**src/rtl/ebs_pkg.sv**
```systemverilog
package ebs_pkg;
   localparam int LAT_W = 3;
   localparam int GAP_W = 2;
   localparam int SEL_W = 5;
   localparam int SMP_W = 3;
   localparam int BG_W  = 2;
   localparam int CNT_W = 5;

   typedef enum logic [2:0] {
      ST_IDLE, ST_ALE, ST_GAP, ST_STRB, ST_CHK, ST_SMPD, ST_BGAP
   } ebs_state_e;

   typedef struct packed {
      logic [LAT_W-1:0] latch;
      logic [GAP_W-1:0] gap;
      logic [SEL_W-1:0] sel;
      logic [SMP_W-1:0] smp;
      logic [BG_W-1:0]  bgap;
      logic             early;
      logic             ack;
   } ebs_cfg_t;

   function automatic ebs_cfg_t ebs_clamp(input ebs_cfg_t c);
      ebs_cfg_t o;
      o = c;
      if (c.latch == '0) o.latch = LAT_W'(1);
      if (c.gap   == '0) o.gap   = GAP_W'(1);
      if (c.sel   == '0) o.sel   = SEL_W'(1);
      if (c.smp   == '0) o.smp   = SMP_W'(1);
      if (c.bgap  == '0) o.bgap  = BG_W'(1);
      return o;
   endfunction
endpackage

```
**src/rtl/ebs_cfg_mux.sv**
```systemverilog
module ebs_cfg_mux
   import ebs_pkg::*;
#(
   parameter int NUM_REGIONS = 8,
   parameter int IDX_W = 3,
   parameter logic [LAT_W-1:0] BOOT_LATCH = 3'd4,
   parameter logic [GAP_W-1:0] BOOT_GAP   = 2'd2,
   parameter logic [SEL_W-1:0] BOOT_SEL   = 5'd24
) (
   input  logic [IDX_W-1:0]             idx,
   input  logic [NUM_REGIONS-1:0]       cfg_prog,
   input  logic [NUM_REGIONS*LAT_W-1:0] cfg_latch_w,
   input  logic [NUM_REGIONS*GAP_W-1:0] cfg_gap,
   input  logic [NUM_REGIONS*SEL_W-1:0] cfg_sel_w,
   input  logic [NUM_REGIONS*SMP_W-1:0] cfg_smp_dly,
   input  logic [NUM_REGIONS*BG_W-1:0]  cfg_beat_gap,
   input  logic [NUM_REGIONS-1:0]       cfg_early,
   input  logic [NUM_REGIONS-1:0]       cfg_ack,
   output ebs_cfg_t                     sel_cfg
);
   ebs_cfg_t eff [NUM_REGIONS];

   for (genvar g = 0; g < NUM_REGIONS; g++) begin : g_region
      ebs_cfg_t dflt;
      ebs_cfg_t prog;
      if (g == 0) begin : g_boot
         assign dflt = '{latch: BOOT_LATCH, gap: BOOT_GAP, sel: BOOT_SEL,
                         smp: SMP_W'(1), bgap: BG_W'(1), early: 1'b0, ack: 1'b0};
      end else begin : g_plain
         assign dflt = '{latch: LAT_W'(1), gap: GAP_W'(1), sel: SEL_W'(1),
                         smp: SMP_W'(1), bgap: BG_W'(1), early: 1'b0, ack: 1'b0};
      end
      assign prog = '{latch: cfg_latch_w[g*LAT_W +: LAT_W],
                      gap:   cfg_gap[g*GAP_W +: GAP_W],
                      sel:   cfg_sel_w[g*SEL_W +: SEL_W],
                      smp:   cfg_smp_dly[g*SMP_W +: SMP_W],
                      bgap:  cfg_beat_gap[g*BG_W +: BG_W],
                      early: cfg_early[g],
                      ack:   cfg_ack[g]};
      assign eff[g] = ebs_clamp(cfg_prog[g] ? prog : dflt);
   end

   assign sel_cfg = eff[idx];
endmodule

```
**src/rtl/ebs_tmo.sv**
```systemverilog
module ebs_tmo #(
   parameter int LIMIT = 256,
   localparam int TW = $clog2(LIMIT + 1)
) (
   input  logic clk,
   input  logic rst,
   input  logic clr,
   input  logic inc,
   output logic last
);
   logic [TW-1:0] cnt_q;

   always_ff @(posedge clk) begin
      if (rst || clr)  cnt_q <= '0;
      else if (inc)    cnt_q <= cnt_q + TW'(1);
   end

   assign last = (cnt_q == TW'(LIMIT - 1));
endmodule

```
**src/rtl/ebs_fsm.sv**
```systemverilog
module ebs_fsm
   import ebs_pkg::*;
#(
   parameter int BEAT_W = 3,
   parameter int TMO_CYCLES = 256
) (
   input  logic              clk,
   input  logic              rst,
   input  logic              req_valid,
   input  logic [BEAT_W-1:0] req_beats,
   input  ebs_cfg_t          cfg_in,
   input  logic              rdy,
   output logic              ale,
   output logic              cs_n,
   output logic              smp,
   output logic              done,
   output logic              busy,
   output logic              err
);
   ebs_state_e        st_q;
   logic [CNT_W-1:0]  cnt_q;
   logic [BEAT_W-1:0] left_q;
   ebs_cfg_t          cfg_q;
   logic              err_q;
   logic              cnt_one;
   logic              tmo_last;
   logic              last_beat;

   ebs_tmo #(.LIMIT(TMO_CYCLES)) u_tmo (
      .clk  (clk),
      .rst  (rst),
      .clr  (st_q != ST_CHK),
      .inc  (st_q == ST_CHK && !rdy),
      .last (tmo_last)
   );

   assign cnt_one   = (cnt_q == CNT_W'(1));
   assign last_beat = (left_q == '0);

   always_ff @(posedge clk) begin
      if (rst) begin
         st_q   <= ST_IDLE;
         cnt_q  <= '0;
         left_q <= '0;
         cfg_q  <= '0;
         err_q  <= 1'b0;
      end else begin
         case (st_q)
            ST_IDLE: if (req_valid) begin
               cfg_q  <= cfg_in;
               left_q <= req_beats;
               err_q  <= 1'b0;
               cnt_q  <= CNT_W'(cfg_in.latch);
               st_q   <= ST_ALE;
            end
            ST_ALE: if (cnt_one) begin
               cnt_q <= CNT_W'(cfg_q.gap);
               st_q  <= ST_GAP;
            end else cnt_q <= cnt_q - CNT_W'(1);
            ST_GAP: if (cnt_one) begin
               cnt_q <= CNT_W'(cfg_q.sel);
               st_q  <= ST_STRB;
            end else cnt_q <= cnt_q - CNT_W'(1);
            ST_STRB: if (cnt_one) begin
               if (cfg_q.ack) st_q <= ST_CHK;
               else if (last_beat) st_q <= ST_IDLE;
               else begin
                  left_q <= left_q - BEAT_W'(1);
                  cnt_q  <= CNT_W'(cfg_q.bgap);
                  st_q   <= ST_BGAP;
               end
            end else cnt_q <= cnt_q - CNT_W'(1);
            ST_CHK: if (rdy) begin
               cnt_q <= CNT_W'(cfg_q.smp);
               st_q  <= ST_SMPD;
            end else if (tmo_last) begin
               err_q <= 1'b1;
               st_q  <= ST_IDLE;
            end
            ST_SMPD: if (cnt_one) begin
               if (last_beat) st_q <= ST_IDLE;
               else begin
                  left_q <= left_q - BEAT_W'(1);
                  cnt_q  <= CNT_W'(cfg_q.bgap);
                  st_q   <= ST_BGAP;
               end
            end else cnt_q <= cnt_q - CNT_W'(1);
            ST_BGAP: if (cnt_one) begin
               cnt_q <= CNT_W'(cfg_q.sel);
               st_q  <= ST_STRB;
            end else cnt_q <= cnt_q - CNT_W'(1);
            default: st_q <= ST_IDLE;
         endcase
      end
   end

   always_comb begin
      ale  = (st_q == ST_ALE);
      busy = (st_q != ST_IDLE);
      cs_n = !((st_q == ST_STRB) || (st_q == ST_CHK) || (st_q == ST_SMPD) ||
               (st_q == ST_BGAP) ||
               (cfg_q.early && ((st_q == ST_ALE) || (st_q == ST_GAP))));
      smp  = ((st_q == ST_STRB) && cnt_one && !cfg_q.ack) ||
             ((st_q == ST_SMPD) && cnt_one);
      done = (smp && last_beat) || ((st_q == ST_CHK) && !rdy && tmo_last);
      err  = err_q;
   end
endmodule

```
**src/rtl/ebs_strobe_seq.sv**
```systemverilog
module ebs_strobe_seq
   import ebs_pkg::*;
#(
   parameter int NUM_REGIONS = 8,
   parameter int BEAT_W = 3,
   parameter int TMO_CYCLES = 256,
   parameter logic [LAT_W-1:0] BOOT_LATCH = 3'd4,
   parameter logic [GAP_W-1:0] BOOT_GAP   = 2'd2,
   parameter logic [SEL_W-1:0] BOOT_SEL   = 5'd24,
   localparam int IDX_W = $clog2(NUM_REGIONS)
) (
   input  logic                         clk,
   input  logic                         rst,
   input  logic                         req_valid,
   input  logic [IDX_W-1:0]             req_region,
   input  logic [BEAT_W-1:0]            req_beats,
   input  logic [NUM_REGIONS-1:0]       cfg_prog,
   input  logic [NUM_REGIONS*LAT_W-1:0] cfg_latch_w,
   input  logic [NUM_REGIONS*GAP_W-1:0] cfg_gap,
   input  logic [NUM_REGIONS*SEL_W-1:0] cfg_sel_w,
   input  logic [NUM_REGIONS*SMP_W-1:0] cfg_smp_dly,
   input  logic [NUM_REGIONS*BG_W-1:0]  cfg_beat_gap,
   input  logic [NUM_REGIONS-1:0]       cfg_early,
   input  logic [NUM_REGIONS-1:0]       cfg_ack,
   input  logic                         rdy,
   output logic                         ale,
   output logic                         cs_n,
   output logic                         smp,
   output logic                         done,
   output logic                         busy,
   output logic                         err
);
   if (NUM_REGIONS < 2 || (1 << IDX_W) != NUM_REGIONS) begin : g_bad_regions
      $error("NUM_REGIONS must be a power of two of at least 2");
   end
   if (BEAT_W < 1) begin : g_bad_beats
      $error("BEAT_W must be at least 1");
   end
   if (TMO_CYCLES < 2) begin : g_bad_tmo
      $error("TMO_CYCLES must be at least 2");
   end

   ebs_cfg_t sel_cfg;

   ebs_cfg_mux #(
      .NUM_REGIONS (NUM_REGIONS),
      .IDX_W       (IDX_W),
      .BOOT_LATCH  (BOOT_LATCH),
      .BOOT_GAP    (BOOT_GAP),
      .BOOT_SEL    (BOOT_SEL)
   ) u_mux (
      .idx          (req_region),
      .cfg_prog     (cfg_prog),
      .cfg_latch_w  (cfg_latch_w),
      .cfg_gap      (cfg_gap),
      .cfg_sel_w    (cfg_sel_w),
      .cfg_smp_dly  (cfg_smp_dly),
      .cfg_beat_gap (cfg_beat_gap),
      .cfg_early    (cfg_early),
      .cfg_ack      (cfg_ack),
      .sel_cfg      (sel_cfg)
   );

   ebs_fsm #(.BEAT_W(BEAT_W), .TMO_CYCLES(TMO_CYCLES)) u_fsm (
      .clk       (clk),
      .rst       (rst),
      .req_valid (req_valid),
      .req_beats (req_beats),
      .cfg_in    (sel_cfg),
      .rdy       (rdy),
      .ale       (ale),
      .cs_n      (cs_n),
      .smp       (smp),
      .done      (done),
      .busy      (busy),
      .err       (err)
   );
endmodule

```
**config.mk**
```make
export PLATFORM = sky130hd
export DESIGN_NAME = ebs_strobe_seq
export DESIGN_NICKNAME = d
export VERILOG_FILES = /design/src/rtl/ebs_pkg.sv /design/src/rtl/ebs_cfg_mux.sv /design/src/rtl/ebs_tmo.sv /design/src/rtl/ebs_fsm.sv /design/src/rtl/ebs_strobe_seq.sv
export SDC_FILE = /design/constraint.sdc
export NUM_CORES = 1
export LEC_CHECK = 0
export ABC_AREA = 1
export CORE_MARGIN = 3
export CORE_UTILIZATION = 47
export CTS_BUF_LIST = sky130_fd_sc_hd__clkbuf_8
export DETAILED_ROUTE_END_ITERATION = 12
export PLACE_DENSITY_LB_ADDON = 0.15
export SYNTH_ARGS = -nofsm -noshare
export SYNTH_HDL_FRONTEND = slang
export SYNTH_SLANG_ARGS = --single-unit
```
**constraint.sdc**
```tcl
create_clock -name clk -period 3.9 [get_ports clk]
set_input_delay 0.975 -clock clk [delete_from_list [all_inputs] [get_ports clk]]
set_output_delay 0.975 -clock clk [all_outputs]
set_load 0.02 [all_outputs]
```
; ---- Word level (Yosys, flattened, before mapping)
; Cells that the tools add are included.
[classes]
reduce_logical = 70
bitwise_logic = 1
eq_ne = 20
shifts = 0
addsub = 3
div = 0
n_mux = 80
order_cmp = 1
mul = 0
[op_table]
columns = cell, count
row1 = $mux 17, 10
row2 = $mux 3, 30
row3 = $mux 5, 16
row4 = $logic_not 3->1, 18
row5 = $bmux 17 s3, 1
row6 = $logic_not 5->1, 8
row7 = $logic_not 2->1, 16
row8 = $mux 2, 16
row9 = $pmux 5 s6, 1
row10 = $pmux 3 s6, 1
row11 = $ne 2x1->1 const B, 5
row12 = $add 9x1->9 const B, 1
row13 = $eq 3x3->1 const B, 3
row14 = $eq 9x8->1 const B, 1
row15 = $pmux 3 s3, 1
row16 = $logic_or 1x1->1, 8
row17 = $ne 2x2->1 const B, 4
row18 = $reduce_and 4->1, 2
row19 = $logic_and 1x1->1, 7
row20 = $eq 3x2->1 const B, 2
row21 = $ne 3x3->1 const B, 2
row22 = $reduce_and 6->1, 1
row23 = $reduce_bool 3->1, 2
row24 = $reduce_bool 6->1, 1
row25 = other kinds (14), 18
[totals]
mem_count = 0
word_cells = 186
ramBits = 0
output_inout_bits = 6
romBits = 0
latch_bits = 0
regBits = 35

; ---- Longest topological paths before layout
[depth]
ltp_word = 8
depth_mapped = 12
mapped_depth_nobuf = 12

; ---- Cells and area by module
; Synthesis repeated with hierarchy kept, for this count alone.
[unflattened]
hier_cells = 671
area_unflattened_um2 = 3684.8
[modules_own_cells]
columns = module, cells_each, n_inst, seq_area_each_um2, area_each_um2
row1 = ebs_cfg_mux, 365, 1, 0.0, 1717.9
row2 = ebs_fsm, 245, 1, 520.5, 1517.7
row3 = ebs_tmo, 61, 1, 180.2, 449.2

; ---- Worst setup path after synthesis
; Ideal clock, no wire load.
[synth_path]
kind = register -> output
startpoint = register u_fsm.cnt_q[1]
endpoint = output done
t_arrival_ns = 1.507
stages_incl_launch_ff = 8
required_ns = 2.925
path_slack_ns = 1.418
path_cell_list = dfxtp_1 inv_1 ha_1 inv_1 nor2_2 nand2_1 buf_2 o31ai_1
[synth_via]
elab_chain_len = 6
[synth_rtl]
columns = element, line_no
row1 = start: declaration, ebs_fsm.sv:21  ; logic [CNT_W-1:0] cnt_q;
row2 = start signal: assignment, ebs_fsm.sv:53  ; cnt_q <= CNT_W'(cfg_in.latch);
row3 = start signal: assignment, ebs_fsm.sv:57  ; cnt_q <= CNT_W'(cfg_q.gap);
row4 = start signal: assignment, ebs_fsm.sv:59  ; end else cnt_q <= cnt_q - CNT_W'(1);
row5 = $eq 5x1->1 *, ebs_fsm.sv:37  ; assign cnt_one = (cnt_q == CNT_W'(1));
row6 = $logic_and 1x1->1 (2 in series), ebs_fsm.sv:103  ; smp = ((st_q == ST_STRB) && cnt_one && !cfg_q.ack) ||
row7 = $logic_or 1x1->1 *, ebs_fsm.sv:103
row8 = $logic_and 1x1->1 *, ebs_fsm.sv:105  ; done = (smp && last_beat) || ((st_q == ST_CHK) && !rdy && tmo_last);
row9 = $logic_or 1x1->1 *, ebs_fsm.sv:105
row10 = end: declaration, ebs_strobe_seq.sv:29  ; output logic done,
; Mark *: on every way between the ends. The rest lies on a longest branch, timed or not.

; ---- Worst setup path in the final report
[layout_path]
startpoint = input rdy
endpoint = output done
[layout_via]
elab_chain_len = 4
[layout_rtl]
columns = element, line_no
row1 = start: declaration, ebs_strobe_seq.sv:25  ; input logic rdy,
row2 = $logic_not 1->1, ebs_fsm.sv:105
row3 = $logic_and 1x1->1 (2 in series), ebs_fsm.sv:105
row4 = $logic_or 1x1->1, ebs_fsm.sv:105
; No other way between the ends.

==> impl_metrics.py <==
metrics = {
    "floorplanning": {
        "initial_utilization": 0.4978,
        "io_pins": 160,
        "die_x_microns": 91.77,
        "fp.coreArea_sq_um": 6944,
        "design.die.area_sq_um": 8421,
        "die_h_microns": 91.77,
        "core.rowCount": 30,
    },
    "synth": {
        "synth_area_sq_um": 3457,
        "synth_warnings": 0,
        "synth_cell_types": 37,
        "synth_edf_count": 0,
        "synthFlopType": "dfxtp_1",
        "syn_inst": 606,
        "syn-num-nets": 766,
        "syn_area_per_cell_sq_um": 5.705,
        "ys_async_sr_fraction": 0,
        "synth-seq-area-share": 0.2027,
        "ys_seq_elements": 35,
    },
    "finish": {
        "areaGrowthSynthToFinish_pct": 50.20,
        "seqCellArea_sq_um": 700.7,
        "antennaDiodeCount": 0,
        "fin_area_sq_um": 5192,
        "drive_gt1_frac": 0.05534,
        "final_util": 0.7477,
        "nets": 918,
        "fillCellCount": 584,
        "multi_input_area_sq_um": 2286,
    },
    "drt": {
        "drtPass1Iterations": 5,
        "via_per_inst": 5.470,
        "vias": 4677,
        "post-route-drc-count": 0,
        "wl_per_cell_microns": 15.08,
        "wirelength_mm": 12.90,
        "antenna_left": 0,
        "drt_iter0_markers": 288,
    },
    "pwr": {
        "peakVddDrop_uv": 280.3,
        "powerDensity_nw_per_um2": 359.0,
        "leakagePower_uw": 0.002355,
    },
    "worst_hold_path": {
        "holdCritStartpoint": "u_fsm.err$_SDFFE_PP0P_",
        "hold_path_end": "u_fsm.err$_SDFFE_PP0P_",
        "min_path_cells": 2,
        "worstHoldPathType": "flip-flop to flip-flop",
    },
    "clock_tree": {
        "clkTransAtPathRegs_ns": 0.07,
        "clockBufferDepth": 2,
        "cts_tree": "built",
        "cts_sinks": 35,
        "cts_buffers": 5,
        "htree_levels": 2,
        "cts_setup_buffers": 0,
        "ctsResizeCount": 0,
        "cts_hold_buf": 0,
        "insertion_delay_ns": 0.29,
        "cts_root_buffer": "clkbuf_8",
    },
    "sta": {
        "slew_viol_final": 0,
        "setup_total_negative_slack_ns": 0,
        "rsz0062_at_grt": "no",
        "max_freq_mhz": 281.4,
        "period_share": 0.9112,
        "finalClockSkew_ns": 0.003342,
        "worstMarginPinSlew_ns": 0.7418,
        "setup_violations": 0,
        "timing_hold_violations_final": 0,
        "period_minus_slack_ns": 3.554,
        "relSlewSlack": 0.5037,
    },
    "setup_path": {
        "crit_fanout": 5,
        "critPathRequiredTime_ns": 2.92,
        "endpoint_kind": "output pin",
        "critPathLaunch": "rdy",
        "r2r_start": "u_fsm.cnt_q[1]$_SDFFE_PP0P_",
        "startpoint_type": "input pin",
        "r2r_cells": 12,
        "critPathKind": "input pin to output pin",
        "cp.arrival_ns": 2.58,
        "r2r_slack_ns": 1.93,
        "crit-reg2reg-capture": "u_fsm.cnt_q[4]$_SDFFE_PP0P_",
    },
    "placement": {
        "hpwlAfterDp_mm": 10.57,
        "routabilityCongestion": 0.9269,
        "io_buffers": 159,
        "dpl_cell_area_sq_um": 5111,
    },
    "grt": {
        "grt_usage": 0.3045,
        "grt_max_degree": 31,
        "grt_antenna_before_repair": 0,
        "grt.overflow.total": 0,
        "grt_pass1_vias": 4531,
        "grt_pass1_wl_mm": 21.18,
    },
    "status": {
        "status": "finished, final reports clean",
    },
    "job": {
        "maxCapViolCount": 0,
    },
}
==> cells by family (layout without fill, tap and decap cells) <==
family | after synthesis | count (layout) | share of synthesized area
DFF | 35 | 35 | 0.2027
and+or+nand+nor | 308 | 308 | 0.3996
AOI/OAI and AO/OA | 135 | 135 | 0.2298
adders and majority gates | 6 | 6 | 0.02171
xor gates and xnor gates | 4 | 4 | 0.01014
buffers and inverters | 118 | 271 | 0.1361
==> flip-flops by register name (all words and copies together) (netlist names) <==
signal,count
u_fsm.cfg_q,14
u_fsm.u_tmo.cnt_q,9
u_fsm.cnt_q,5
u_fsm.left_q,3
u_fsm.st_q,3
u_fsm.err,1
==> routing by layer <==
metal  routed length, microns  part of all wire  track usage  vias to the layer above
met1                     5161              0.40       0.3770                     2118
met3                     1040             0.081      0.05742                       31
li1                         -                 -            -                     2306
met4                      384             0.030      0.09777                        0
met2                     6308              0.49       0.5307                      222
met5                        0                 0            0                        -
==> layout by cell type, fill, tap and decap left out, types with 2 or more instances in the layout <==
master	synthesis	layout
inv_2	7	7
clkbuf_8	0	5
ha_1	6	6
clkdlybuf4s50_1	0	159
nand2_2	8	8
or2_2	3	3
buf_4	1	6
inv_1	90	92
o211ai_1	21	21
a31oi_1	3	3
nand3_1	76	76
a22oi_1	6	6
a21oi_1	37	37
nor2_2	4	4
xor2_1	3	3
o21ai_1	6	6
nor3_4	2	2
o21ai_0	47	47
nand2_4	2	2
o22ai_1	5	5
nand4_1	8	8
nand3b_1	4	4
nor2_1	56	56
o31ai_1	2	2
nand2_1	141	141
o221ai_1	5	5
dfxtp_1	35	35
==> worst max-delay path: stages <==
cell and delay (ns):
clkdlybuf4s50_1 0.47, inv_1 0.17, nand2_4 0.10, inv_2 0.08, nand2_1 0.07, o31ai_1 0.07
clkdlybuf4s50_1 0.64
==> stage by stage <==
stage / setup slack [ns] / power (uW) / std cells / hold slack (ns)
after floorplan: 1.418 / 1229 / 606 / 0.4371
after global placement: 0.4194 / 1565 / 847 / 0.4553
after detailed placement: 0.3683 / 1598 / 847 / 0.4661
after CTS: 0.3572 / 1853 / 855 / 0.4737
after global routing: 0.2638 / 2017 / 855 / 0.5035
final: 0.3465 / 1864 / 855 / 0.4693
==> how the worst max path moves through the flow <==
| stage | endpoint | slack, ns | cells past startpoint |
|---|---|---|---|
| 6_report | done | 0.35 | 7 |
| 5_1_grt | done | 0.26 | 7 |
| 4_1_cts | done | 0.36 | 7 |
| 3_5_place_dp | done | 0.37 | 7 |
| 3_3_place_gp | done | 0.42 | 7 |
| 2_1_floorplan | done | 1.42 | 7 |
==> report_power, final <==
part	internal (uW)	leakage (uW)	switching, uW
clock	120	0.0000505	137
sequential	449	0.000287	73.8
combinational	469	0.00202	614
==> cell usage after synthesis, types with 2 or more instances <==
| cell type | count | area share |
|---|---|---|
| a31oi_1 | 3 | 0.0054 |
| or2_2 | 3 | 0.0054 |
| a21oi_1 | 37 | 0.054 |
| a22oi_1 | 6 | 0.013 |
| o211ai_1 | 21 | 0.046 |
| nand3b_1 | 4 | 0.0087 |
| inv_2 | 7 | 0.0076 |
| nand2_4 | 2 | 0.0065 |
| nor2_2 | 4 | 0.0072 |
| o21ai_1 | 6 | 0.0087 |
| xor2_1 | 3 | 0.0076 |
| o21ai_0 | 47 | 0.068 |
| dfxtp_1 | 35 | 0.20 |
| clkbuf_1 | 10 | 0.011 |
| nor3_4 | 2 | 0.0094 |
| nor2_1 | 56 | 0.061 |
| o22ai_1 | 5 | 0.0090 |
| nand2_1 | 141 | 0.15 |
| buf_2 | 7 | 0.010 |
| ha_1 | 6 | 0.022 |
| nand3_1 | 76 | 0.11 |
| buf_6 | 2 | 0.0065 |
| nand4_1 | 8 | 0.014 |
| inv_1 | 90 | 0.098 |
| o221ai_1 | 5 | 0.013 |
| nand2_2 | 8 | 0.014 |
| o31ai_1 | 2 | 0.0043 |
==> area by class of cell <==
type                       count  share of cell area
multi-input combinational    453              0.4402
clock buffer                   5             0.01325
clock inverter                 3            0.002410
timing repair buffer         165              0.3152
tap                           96             0.02313
sequential                    35              0.1349
inverter                      98             0.07084
Note: power is estimated with default switching activity, not from simulation.
